`config.mk`:
```
export PLATFORM = sky130hd
export DESIGN_NAME = kbd_disp_mmio
export DESIGN_NICKNAME = d
export VERILOG_FILES = /design/src/rtl/kdi_pkg.sv /design/src/rtl/kdi_decode.sv /design/src/rtl/kdi_in_port.sv /design/src/rtl/kdi_out_port.sv /design/src/rtl/kbd_disp_mmio.sv
export SDC_FILE = /design/constraint.sdc
export NUM_CORES = 1
export LEC_CHECK = 0
export ABC_CLOCK_PERIOD_IN_PS = 3470
export BUFFER_PORTS_ARGS = -buffer_cell sky130_fd_sc_hd__buf_4
export CAP_MARGIN = 10
export CORE_AREA = 2 2 64 66
export DETAILED_ROUTE_END_ITERATION = 7
export DIE_AREA = 0 0 66 68
export PLACE_DENSITY = 0.94
export SYNTH_ARGS = -nofsm -noshare
export SYNTH_HDL_FRONTEND = slang
export SYNTH_SLANG_ARGS = --single-unit
export TNS_END_PERCENT = 50
```
`constraint.sdc`:
```
create_clock -name clk -period 3.47 [get_ports clk]
set_input_delay 0.8675 -clock clk [delete_from_list [all_inputs] [get_ports clk]]
set_output_delay 0.8675 -clock clk [all_outputs]
set_load 0.05 [all_outputs]
```
`src/rtl/kdi_pkg.sv`:
```
package kdi_pkg;
  localparam int RDY_BIT = 15;
  localparam int IE_BIT  = 14;
  localparam int NUM_REGS = 4;

  typedef enum logic [2:0] {
    SEL_NONE  = 3'd0,
    SEL_KSTAT = 3'd1,
    SEL_KDATA = 3'd2,
    SEL_DSTAT = 3'd3,
    SEL_DDATA = 3'd4
  } reg_sel_e;
endpackage

```
`src/rtl/kdi_decode.sv`:
```
module kdi_decode
  import kdi_pkg::*;
#(
  parameter int AW = 16,
  parameter logic [AW-1:0] BASE_ADDR = 16'hFE00,
  parameter int STRIDE = 2
) (
  input  logic [AW-1:0] addr,
  output reg_sel_e      sel,
  output logic          hit
);
  logic [NUM_REGS-1:0] match;

  genvar g;
  generate
    for (g = 0; g < NUM_REGS; g++) begin : g_match
      localparam logic [AW-1:0] SLOT = AW'(BASE_ADDR + AW'(g * STRIDE));
      assign match[g] = (addr == SLOT);
    end
  endgenerate

  always_comb begin
    sel = SEL_NONE;
    unique case (1'b1)
      match[0]: sel = SEL_KSTAT;
      match[1]: sel = SEL_KDATA;
      match[2]: sel = SEL_DSTAT;
      match[3]: sel = SEL_DDATA;
      default:  sel = SEL_NONE;
    endcase
  end

  assign hit = |match;
endmodule

```
`src/rtl/kdi_in_port.sv`:
```
module kdi_in_port
  import kdi_pkg::*;
#(
  parameter int DW = 16,
  parameter int CW = 8
) (
  input  logic          clk,
  input  logic          rst_n,
  input  logic          kin_valid,
  input  logic [CW-1:0] kin_data,
  output logic          kin_ready,
  input  logic          data_rd,
  input  logic          stat_wr,
  input  logic          wr_ie,
  output logic [DW-1:0] stat_word,
  output logic [DW-1:0] data_word,
  output logic          irq
);
  logic          full_q;
  logic          ie_q;
  logic [CW-1:0] code_q;
  logic          take;

  assign kin_ready = !full_q;
  assign take      = kin_valid && kin_ready;

  always_ff @(posedge clk) begin
    if (!rst_n) begin
      full_q <= 1'b0;
      ie_q   <= 1'b0;
      code_q <= '0;
    end else begin
      if (take) begin
        code_q <= kin_data;
        full_q <= 1'b1;
      end else if (data_rd) begin
        full_q <= 1'b0;
      end
      if (stat_wr) ie_q <= wr_ie;
    end
  end

  always_comb begin
    stat_word         = '0;
    stat_word[RDY_BIT] = full_q;
    stat_word[IE_BIT]  = ie_q;
  end

  assign data_word = DW'(code_q);
  assign irq       = full_q && ie_q;
endmodule

```
`src/rtl/kdi_out_port.sv`:
```
module kdi_out_port
  import kdi_pkg::*;
#(
  parameter int DW = 16,
  parameter int CW = 8,
  parameter int LAT_W = 8
) (
  input  logic             clk,
  input  logic             rst_n,
  input  logic             data_wr,
  input  logic [CW-1:0]    wr_code,
  input  logic             stat_wr,
  input  logic             wr_ie,
  input  logic [LAT_W-1:0] latency,
  output logic             dout_valid,
  output logic [CW-1:0]    dout_data,
  input  logic             dout_ready,
  output logic [DW-1:0]    stat_word,
  output logic [DW-1:0]    data_word,
  output logic             irq
);
  logic             rdy_q;
  logic             ie_q;
  logic             busy_q;
  logic             vld_q;
  logic [CW-1:0]    code_q;
  logic [LAT_W-1:0] cnt_q;
  logic             accept;
  logic             handoff;

  assign accept  = data_wr && rdy_q;
  assign handoff = vld_q && dout_ready;

  always_ff @(posedge clk) begin
    if (!rst_n) begin
      rdy_q  <= 1'b1;
      ie_q   <= 1'b0;
      busy_q <= 1'b0;
      vld_q  <= 1'b0;
      code_q <= '0;
      cnt_q  <= '0;
    end else begin
      if (accept) begin
        code_q <= wr_code;
        vld_q  <= 1'b1;
        rdy_q  <= 1'b0;
      end
      if (handoff) begin
        vld_q <= 1'b0;
        if (latency == '0) begin
          rdy_q <= 1'b1;
        end else begin
          busy_q <= 1'b1;
          cnt_q  <= latency;
        end
      end
      if (busy_q) begin
        if (cnt_q == LAT_W'(1)) begin
          busy_q <= 1'b0;
          rdy_q  <= 1'b1;
        end else begin
          cnt_q <= cnt_q - LAT_W'(1);
        end
      end
      if (stat_wr) ie_q <= wr_ie;
    end
  end

  always_comb begin
    stat_word          = '0;
    stat_word[RDY_BIT] = rdy_q;
    stat_word[IE_BIT]  = ie_q;
  end

  assign data_word  = DW'(code_q);
  assign dout_valid = vld_q;
  assign dout_data  = code_q;
  assign irq        = rdy_q && ie_q;
endmodule

```
`src/rtl/kbd_disp_mmio.sv`:
```
module kbd_disp_mmio
  import kdi_pkg::*;
#(
  parameter int AW = 16,
  parameter int DW = 16,
  parameter int CW = 8,
  parameter int LAT_W = 8,
  parameter logic [AW-1:0] BASE_ADDR = 16'hFE00
) (
  input  logic             clk,
  input  logic             rst_n,
  input  logic [AW-1:0]    bus_addr,
  input  logic             bus_rd,
  input  logic             bus_wr,
  input  logic [DW-1:0]    bus_wdata,
  input  logic [DW-1:0]    mem_rdata,
  output logic [DW-1:0]    rdata,
  output logic             dev_sel,
  output logic             mem_we,
  output logic             mem_re,
  input  logic             kin_valid,
  input  logic [CW-1:0]    kin_data,
  output logic             kin_ready,
  output logic             dout_valid,
  output logic [CW-1:0]    dout_data,
  input  logic             dout_ready,
  input  logic [LAT_W-1:0] disp_latency,
  output logic             kbd_irq,
  output logic             disp_irq
);
  reg_sel_e      sel;
  logic          hit;
  logic [DW-1:0] k_stat, k_data, d_stat, d_data;

  kdi_decode #(.AW(AW), .BASE_ADDR(BASE_ADDR), .STRIDE(2)) u_dec (
    .addr(bus_addr), .sel(sel), .hit(hit)
  );

  kdi_in_port #(.DW(DW), .CW(CW)) u_kbd (
    .clk(clk), .rst_n(rst_n),
    .kin_valid(kin_valid), .kin_data(kin_data), .kin_ready(kin_ready),
    .data_rd(bus_rd && sel == SEL_KDATA),
    .stat_wr(bus_wr && sel == SEL_KSTAT),
    .wr_ie(bus_wdata[IE_BIT]),
    .stat_word(k_stat), .data_word(k_data), .irq(kbd_irq)
  );

  kdi_out_port #(.DW(DW), .CW(CW), .LAT_W(LAT_W)) u_disp (
    .clk(clk), .rst_n(rst_n),
    .data_wr(bus_wr && sel == SEL_DDATA),
    .wr_code(bus_wdata[CW-1:0]),
    .stat_wr(bus_wr && sel == SEL_DSTAT),
    .wr_ie(bus_wdata[IE_BIT]),
    .latency(disp_latency),
    .dout_valid(dout_valid), .dout_data(dout_data), .dout_ready(dout_ready),
    .stat_word(d_stat), .data_word(d_data), .irq(disp_irq)
  );

  always_comb begin
    unique case (sel)
      SEL_KSTAT: rdata = k_stat;
      SEL_KDATA: rdata = k_data;
      SEL_DSTAT: rdata = d_stat;
      SEL_DDATA: rdata = d_data;
      default:   rdata = mem_rdata;
    endcase
  end

  assign dev_sel = hit;
  assign mem_we  = bus_wr && !hit;
  assign mem_re  = bus_rd && !hit;
endmodule

```
==> impl_metrics.toml, run 1 <==
[global_route]
track_usage = 0.240
overflow = 0
antenna_found_initial = 0
grt_start_max_net_pins = 30
grt_pass1_wl_um = 8200
grt_pass1_vias = 1921

[critical_path]
crit_required_ps = 2600
reg2reg_from = "u_disp.cnt_q[0]"
cp-start-kind = "input port"
critPathCaptureType = "output port"
crit_type = "input port to output port"
crit_arrival_ps = 2380
critPathLaunch = "bus_addr[0]"
cp_max_fo = 29

[sta]
grt_setup_unrepaired = "false"
setup_viol = 0
fin_crit_ps = 3250
setup_slack_ps = 224
final-hold-violation-count = 0
report.final.slew_viol_count = 0
fmax_ghz = 0.308
final.setup.tns_ps = 0
max_slew.worst_pin.slew_ps = 619
finalHoldWorstSlack_ps = 462
skew_ps = 6.44
relSlewSlack = 0.586
period_share = 0.936

[clock_tree]
cts_tree = "built"
cts_resized = 0
clk_path_buf_depth = 2
root_buffer = "clkbuf_8"
cts_htree_levels = 2
hold_buffers = 0
insertion_delay_ps = 280
cts_made_buffers = 5
path_clk_slew_ps = 70
clock_sinks = 30
postCtsSetupRepairBufs = 0

[yosys]
syn-num-nets = 294
synth_cell_types = 49
ys_warn_count = 0
ys_ff_latch = 30
synth_ff_type = "dfxtp_1"
synth_cells = 222
synth-async-reset-ratio = 0
synth-edff-count = 0
synth_area_per_cell_um2 = 7.67
synthesis.area_um2 = 1700
yosysSeqAreaShare = 0.353

[routing]
drtAntennaViolNets = 0
drcViolationCount = 0
drt_iter0_drc = 149
routedWlPerCell_um = 14.9
num_vias = 2029
vias_per_cell = 5.59
firstDrtPassIters = 4
wl_um = 5410

[cells_and_area]
fin_cells = 363
area_growth_pct = 49.2
final_core_util = 0.658
drive_above_1_share = 0.364
antenna_cells = 0
fin_nets = 384

[pwr]
internal-power_uw = 584
power_switching_uw = 223
power_frac_seq = 0.439
p_leak_nw = 1.11
swShare = 0.276
pwr-share-comb = 0.200
cellPowerDensity_nw_per_um2 = 318
pwr-share-clk = 0.360
ir_drop_v = 0.000277

[hold_path]
min_path_type = "flip-flop to flip-flop"
hp-start = "u_kbd.code_q[1]"

[die]
ios = 101
start_util = 0.441
die_x_um = 66
rows = 23
dieArea_um2 = 4490
dieHeight_um = 68
core_region_area_um2 = 3860

[job]
drv_cap = 0

[placed_design]
place_inst = 355
hpwl_um = 4090
port_buffers = 93
place_ws_ps = 249
globalplace.congestion = 0.854

[run_status]
status = "completed"
==> registers in the layout, summed over array words and instances (netlist names) <==
register	cells
u_disp.dout_data	8
u_disp.rdy_q	1
u_disp.dout_valid	1
u_disp.ie_q	1
u_kbd.full_q	1
u_kbd.code_q	8
u_disp.busy_q	1
u_disp.cnt_q	8
u_kbd.ie_q	1
==> cell type report <==
cell class | count | area [µm²]
timing repair buffer | 97 | 728
inverter | 6 | 22.5
sequential | 30 | 601
multi-input combinational | 172 | 1030
tap | 50 | 62.6
fill | 326 | 1320
clock buffer | 7 | 86.3
clock inverter | 1 | 5.00
==> cells in the mapped netlist (2+ instances only) <==
cell type | number | share of area
clkbuf_1 | 11 | 0.024
o21ai_1 | 3 | 0.0088
ha_1 | 2 | 0.015
nand4_1 | 2 | 0.0074
o21ai_0 | 11 | 0.032
inv_1 | 5 | 0.011
a211oi_1 | 3 | 0.013
and3_1 | 3 | 0.011
a21oi_1 | 19 | 0.056
nand2_1 | 24 | 0.053
nor2b_1 | 4 | 0.015
and2_1 | 12 | 0.044
dfxtp_1 | 30 | 0.35
or4_1 | 3 | 0.013
o22ai_1 | 2 | 0.0074
nand3_1 | 12 | 0.035
and4_1 | 2 | 0.010
or3_1 | 2 | 0.0074
nor3_1 | 5 | 0.015
mux2i_1 | 4 | 0.024
nor2_1 | 24 | 0.053
a221oi_1 | 12 | 0.062
==> layout by cell type (no fill, tap or decap), drive strengths merged, types with 2 or more instances in the layout <==
cell	instances
clkbuf	7
a211oi	3
and3	3
nor3	5
dfxtp	30
inv	6
nand3	12
or4	4
mux2i	4
and4	2
a221oi	13
buf	97
a21oi	19
nand2	24
o21ai	15
or3	2
and2	12
ha	2
nor2	24
nor2b	4
o22ai	2
nand4	2
==> worst paths after layout <==
kind,cells past startpoint,slack [ps],to
setup / recovery,9,220,rdata[3]
hold / removal,2,460,u_kbd.code_q[1]
setup reg to reg,5,1440,u_disp.cnt_q[7]
hold reg to reg,2,460,u_kbd.code_q[1]
==> per-layer routing <==
metal,track usage,up-vias,share of wire
met2,0.462,92,0.53
li1,-,996,-
met3,0.0740,7,0.10
met1,0.233,934,0.36
met5,0,-,0
met4,0.115,0,0.011
==> critical path, cell delays in order <==
cell      delay, ps
buf_4           110
nor4bb_1        310
nand4_1         140
buf_4           230
inv_1           100
buf_4           190
nor2_1           60
nor2_1          140
buf_4           220
==> power groups by stage <==
| stage | sequential (mW) | clock (mW) | combinational (mW) |
|---|---|---|---|
| after floorplan | 0.361 | 0 | 0.0780 |
| after global placement | 0.362 | 0 | 0.159 |
| after detailed placement | 0.362 | 0 | 0.162 |
| after CTS | 0.354 | 0.296 | 0.162 |
| after global routing | 0.355 | 0.310 | 0.172 |
| final | 0.354 | 0.291 | 0.162 |
==> cells by family (layout without fill, tap and decap cells) <==
kind of cell | Yosys count | in the layout | synth area share
buf+inv | 20 | 111 | 0.0456
simple gates | 101 | 101 | 0.305
flops | 30 | 30 | 0.353
xor+xnor | 2 | 2 | 0.0103
compound gates | 63 | 63 | 0.248
fa+ha+maj | 2 | 2 | 0.0147
mux | 4 | 4 | 0.0235
==> through the flow <==
stage,power [mW],area (µm²)
2_1_floorplan,0.439,1710
3_3_place_gp,0.520,2450
3_5_place_dp,0.523,2450
4_1_cts,0.812,2540
5_1_grt,0.837,2540
6_report,0.807,2540
No activity file was read; power rests on OpenSTA's default activity.
==> run 2, diff against run 1 <==
==> constraint.sdc (replaced) <==
create_clock -name clk -period 3.47 [get_ports clk]
set_input_delay 0.5205 -clock clk [delete_from_list [all_inputs] [get_ports clk]]
set_output_delay 0.5205 -clock clk [all_outputs]
set_load 0.05 [all_outputs]
==> run 2 against run 1 <==
  * Count of clock-buffer cells in the layout decreased by 2
  * Final cell count decreased by 1.1%
  * Critical path depth decreased by 2
  * Fmax increased by 23%
  * Core utilization decreased by 1.2 points
==> impl_metrics.toml, run 2 (synthesis results as in run 1) <==
[clock_tree]
path_clk_slew_ps = 70
cts_htree_levels = 2
cts_made_buffers = 5
postCtsSetupRepairBufs = 0
cts_resized = 0
clock_sinks = 30
cts_tree = "built"
insertion_delay_ps = 280
hold_buffers = 0
clk_path_buf_depth = 2
root_buffer = "clkbuf_8"

[hold_path]
hold_end = "u_kbd.code_q[2]"
whs_path_depth = 2
min_path_type = "flip-flop to flip-flop"
hp-start = "u_kbd.code_q[2]"

[sta]
final-hold-violation-count = 0
period_share = 0.759
max_slew.worst_pin.slew_ps = 705
grt_setup_unrepaired = "false"
fin_crit_ps = 2630
relSlewSlack = 0.530
report.final.slew_viol_count = 0
fmax_ghz = 0.380
finalHoldWorstSlack_ps = 464
setup_viol = 0
skew_ps = 7.99
final.setup.tns_ps = 0

[routing]
drt_iter0_drc = 168
drtAntennaViolNets = 0
wl_um = 5440
num_vias = 2012
routedWlPerCell_um = 15.2
firstDrtPassIters = 5
vias_per_cell = 5.60
drcViolationCount = 0

[critical_path]
r2r-end = "u_disp.cnt_q[7]"
rrSetupSlack_ps = 1450
cp_max_fo = 22
crit_required_ps = 2950
crit_type = "input port to output port"
critPathCaptureType = "output port"
cp-start-kind = "input port"
reg2reg_from = "u_disp.cnt_q[0]"
crit_arrival_ps = 2110
r2r_cells = 5

[placed_design]
hpwl_um = 4020
globalplace.congestion = 0.868
port_buffers = 93

[run_status]
status = "completed"

[global_route]
grt_pass1_wl_um = 8200
antenna_found_initial = 0
overflow = 0
track_usage = 0.239
grt_pass1_vias = 1870
grt_start_max_net_pins = 29

[cells_and_area]
drive_above_1_share = 0.346
fin_nets = 381
area_growth_pct = 46.5
antenna_cells = 0
layout_commonest_cell = "buf_4"
final_core_util = 0.647
mostFrequentLayoutCells = "buf_4, dfxtp_1, nor2_1, nand2_1, a21oi_1"

[die]
start_util = 0.441
die_x_um = 66
dieArea_um2 = 4490
ios = 101
rows = 23
core_region_area_um2 = 3860
dieHeight_um = 68

[pwr]
p_leak_nw = 1.08
swShare = 0.286
internal-power_uw = 557
cellPowerDensity_nw_per_um2 = 313
pwr-share-clk = 0.338
ir_drop_v = 0.000333
pwr-share-comb = 0.208
power_frac_seq = 0.454
power_switching_uw = 223

[job]
drv_cap = 0
-- run 2: cell types whose count changed in the layout (fill, tap and decap cells not counted) --
cell	before	now
buf_4	97	94
clkbuf_1	1	0
clkbuf_8	6	5
clkinv_2	1	2
nor2_1	20	24
nor2_2	4	0
-- run 2: worst max-delay path by stage --
stage,startpoint,end
2_1_floorplan,bus_addr[4],rdata[0]
3_3_place_gp,bus_addr[4],rdata[15]
3_5_place_dp,bus_addr[0],rdata[3]
4_1_cts,bus_addr[0],rdata[3]
5_1_grt,bus_addr[4],rdata[0]
6_report,bus_addr[0],rdata[3]
-- run 2: metal layers --
metal,vias up,track usage,part of all wire
met1,913,0.266,0.37
met4,0,0.115,0.019
met5,-,0,0
met2,100,0.419,0.50
met3,14,0.0707,0.11
li1,985,-,-
-- run 2: power groups by stage --
stage	Sequential, mW	Combinational [mW]	Clock (mW)
2_1_floorplan	0.361	0.0770	0
3_3_place_gp	0.362	0.159	0
3_5_place_dp	0.362	0.161	0
4_1_cts	0.354	0.162	0.265
5_1_grt	0.355	0.173	0.281
6_report	0.354	0.162	0.264
-- run 2: critical path: stages --
cell and delay, ps:
buf_4 100, nor4bb_1 270, nand4_1 160, inv_1 550, nor2_1 100, nor2_1 170, buf_4 220
-- run 2: area by class of cell --
type	count	area, µm²
tap	50	62.6
sequential	30	601
clock inverter	2	10.0
timing repair buffer	94	706
inverter	6	22.5
fill	327	1360
clock buffer	5	68.8
multi-input combinational	172	1020
-- run 2: per-stage QoR --
step | setup slack, ps | total power, mW | cells | instance area [µm²]
global route | 741 | 0.808 | 359 | 2490
finish | 838 | 0.781 | 359 | 2490
detailed placement | 850 | 0.523 | 352 | 2410
floorplan | 538 | 0.438 | 222 | 1700
global placement | 923 | 0.521 | 352 | 2410
CTS | 850 | 0.781 | 359 | 2490
==> run 3, diff against run 2 <==
--- a/config.mk
+++ b/config.mk
@@ -5,13 +5,13 @@
 export SDC_FILE = /design/constraint.sdc
 export NUM_CORES = 1
 export LEC_CHECK = 0
-export ABC_CLOCK_PERIOD_IN_PS = 3470
+export ABC_CLOCK_PERIOD_IN_PS = 2650
 export BUFFER_PORTS_ARGS = -buffer_cell sky130_fd_sc_hd__buf_4
 export CAP_MARGIN = 10
-export CORE_AREA = 2 2 64 66
+export CORE_AREA = 2 2 66 68
 export DETAILED_ROUTE_END_ITERATION = 7
-export DIE_AREA = 0 0 66 68
-export PLACE_DENSITY = 0.94
+export DIE_AREA = 0 0 68 70
+export PLACE_DENSITY = 0.89
 export SYNTH_ARGS = -nofsm -noshare
 export SYNTH_HDL_FRONTEND = slang
 export SYNTH_SLANG_ARGS = --single-unit
==> constraint.sdc (replaced) <==
create_clock -name clk -period 2.65 [get_ports clk]
set_input_delay 0.3975 -clock clk [delete_from_list [all_inputs] [get_ports clk]]
set_output_delay 0.3975 -clock clk [all_outputs]
set_load 0.05 [all_outputs]
==> run 3 against run 2 <==
  * Sequential power up 31%
  * Global-route usage down 2.2 points
  * Flip-flop and latch count unchanged
  * Hold slack worse by 130 ps
  * Register-to-register slack worse by 820 ps
  * Via count down 0.99%
  * Final cell count up 1.4%
  * Non-clock buffer count up 2
  * Clock skew down 0.56 ps
  * Clock power up 120%
  * Die area up 6.1%
  * Combinational power up 30%
==> impl_metrics.toml, run 3 (synthesis results as in run 1) <==
[run_status]
status = "completed"

[critical_path]
crit_type = "input port to output port"
crit_required_ps = 2250
slowest_delay_ps = 280
cp-start-kind = "input port"
path_common_cell = "buf_4"
cp_top_family = "buffers and inverters"
cp_cell_sequence = "buf_4 -> nor4_1 -> nand4_1 -> buf_4 -> inv_1 -> buf_4 -> nor2_1 -> nor2_1 -> buf_4"
cp_max_fo = 29
path_buf_inv = 5
critPathCaptureType = "output port"
crit_arrival_ps = 1840
critPathSlowestCell = "nor4_1"

[cells_and_area]
area_growth_pct = 51.9
drive_above_1_share = 0.365
final_core_util = 0.624
fin_nets = 383
mostFrequentLayoutCells = "buf_4, dfxtp_1, nand2_1"
antenna_cells = 0
layout_commonest_cell = "buf_4"

[clock_tree]
clock_sinks = 30
clk_path_buf_depth = 2
cts_tree = "built"
cts_made_buffers = 5
cts_htree_levels = 2
cts_resized = 0
postCtsSetupRepairBufs = 0
hold_buffers = 0
insertion_delay_ps = 290
path_clk_slew_ps = 70
root_buffer = "clkbuf_8"

[die]
start_util = 0.411
ios = 101
dieHeight_um = 70
core_region_area_um2 = 4140
dieArea_um2 = 4760
die_x_um = 68
rows = 24

[routing]
num_vias = 1992
vias_per_cell = 5.47
wl_um = 5220
drt_iter0_drc = 86
routedWlPerCell_um = 14.3
firstDrtPassIters = 4
drcViolationCount = 0
drtAntennaViolNets = 0

[hold_path]
min_path_type = "input port to flip-flop"

[global_route]
grt_pass1_wl_um = 7850
overflow = 0
grt_start_max_net_pins = 30
track_usage = 0.216
grt_pass1_vias = 1755
antenna_found_initial = 0

[sta]
grt_setup_unrepaired = "false"
setup_viol = 0
fin_crit_ps = 2230
final-hold-violation-count = 0
period_share = 0.843
report.final.slew_viol_count = 0
max_slew.worst_pin.slew_ps = 659
skew_ps = 7.43
relSlewSlack = 0.560
fmax_ghz = 0.447

[pwr]
cellPowerDensity_nw_per_um2 = 485
p_total_mw = 1.25
ir_drop_v = 0.000358
p_leak_nw = 1.12

[placed_design]
port_buffers = 93
hpwl_um = 3930
globalplace.congestion = 0.863

[job]
drv_cap = 0
## run 3: cell type report
cell class,instances,area [µm²]
fill,359,1560
multi-input combinational,172,1030
timing repair buffer,96,721
sequential,30,601
clock buffer,6,82.6
tap,52,65.1
clock inverter,2,60.1
inverter,6,22.5
## run 3: worst register-to-register path: cells and delay by family (launching register included)
family / cells / cell delay [ps]
AND/OR/NAND/NOR: 2 / 670
adder cells (fa/ha/maj): 1 / 200
AO/OA/AOI/OAI: 2 / 600
flip-flops: 1 / 440
## run 3: metrics by stage
| stage | area [µm²] | instances | setup TNS [ps] | hold WS [ps] | setup slack, ps |
|---|---|---|---|---|---|
| after global placement | 2440 | 356 | 0 | 443 | 455 |
| after global routing | 2580 | 364 | 0 | 345 | 271 |
| after detailed placement | 2440 | 356 | 0 | 452 | 419 |
| after floorplan | 1710 | 222 | -178 | 436 | -35.6 |
| after CTS | 2580 | 364 | 0 | 331 | 407 |
| final | 2580 | 364 | 0 | 330 | 415 |
## run 3: worst paths after layout
check / from / endpoint / slack (ps) / depth (start not counted)
max: bus_addr[4] / rdata[4] / 420 / 9
min: bus_rd / u_kbd.full_q / 330 / 2
max reg2reg: u_disp.cnt_q[0] / u_disp.cnt_q[7] / 630 / 5
min reg2reg: u_kbd.code_q[1] / u_kbd.code_q[1] / 460 / 2
## run 3: power by group
group / switching [mW] / leakage [nW] / total, mW / internal (mW)
Clock: 0.179 / 0.0714 / 0.580 / 0.401
Sequential: 0.00467 / 0.243 / 0.463 / 0.459
Combinational: 0.115 / 0.809 / 0.211 / 0.0961
Total: 0.298 / 1.12 / 1.25 / 0.956
## run 3: per-layer routing
metal,up-vias,GRT usage,routed length (µm),part of all wire
met5,-,0,0,0
met3,14,0.0596,579,0.11
met4,0,0.0889,136,0.026
li1,991,-,-,-
met1,889,0.259,2020,0.39
met2,98,0.356,2490,0.48
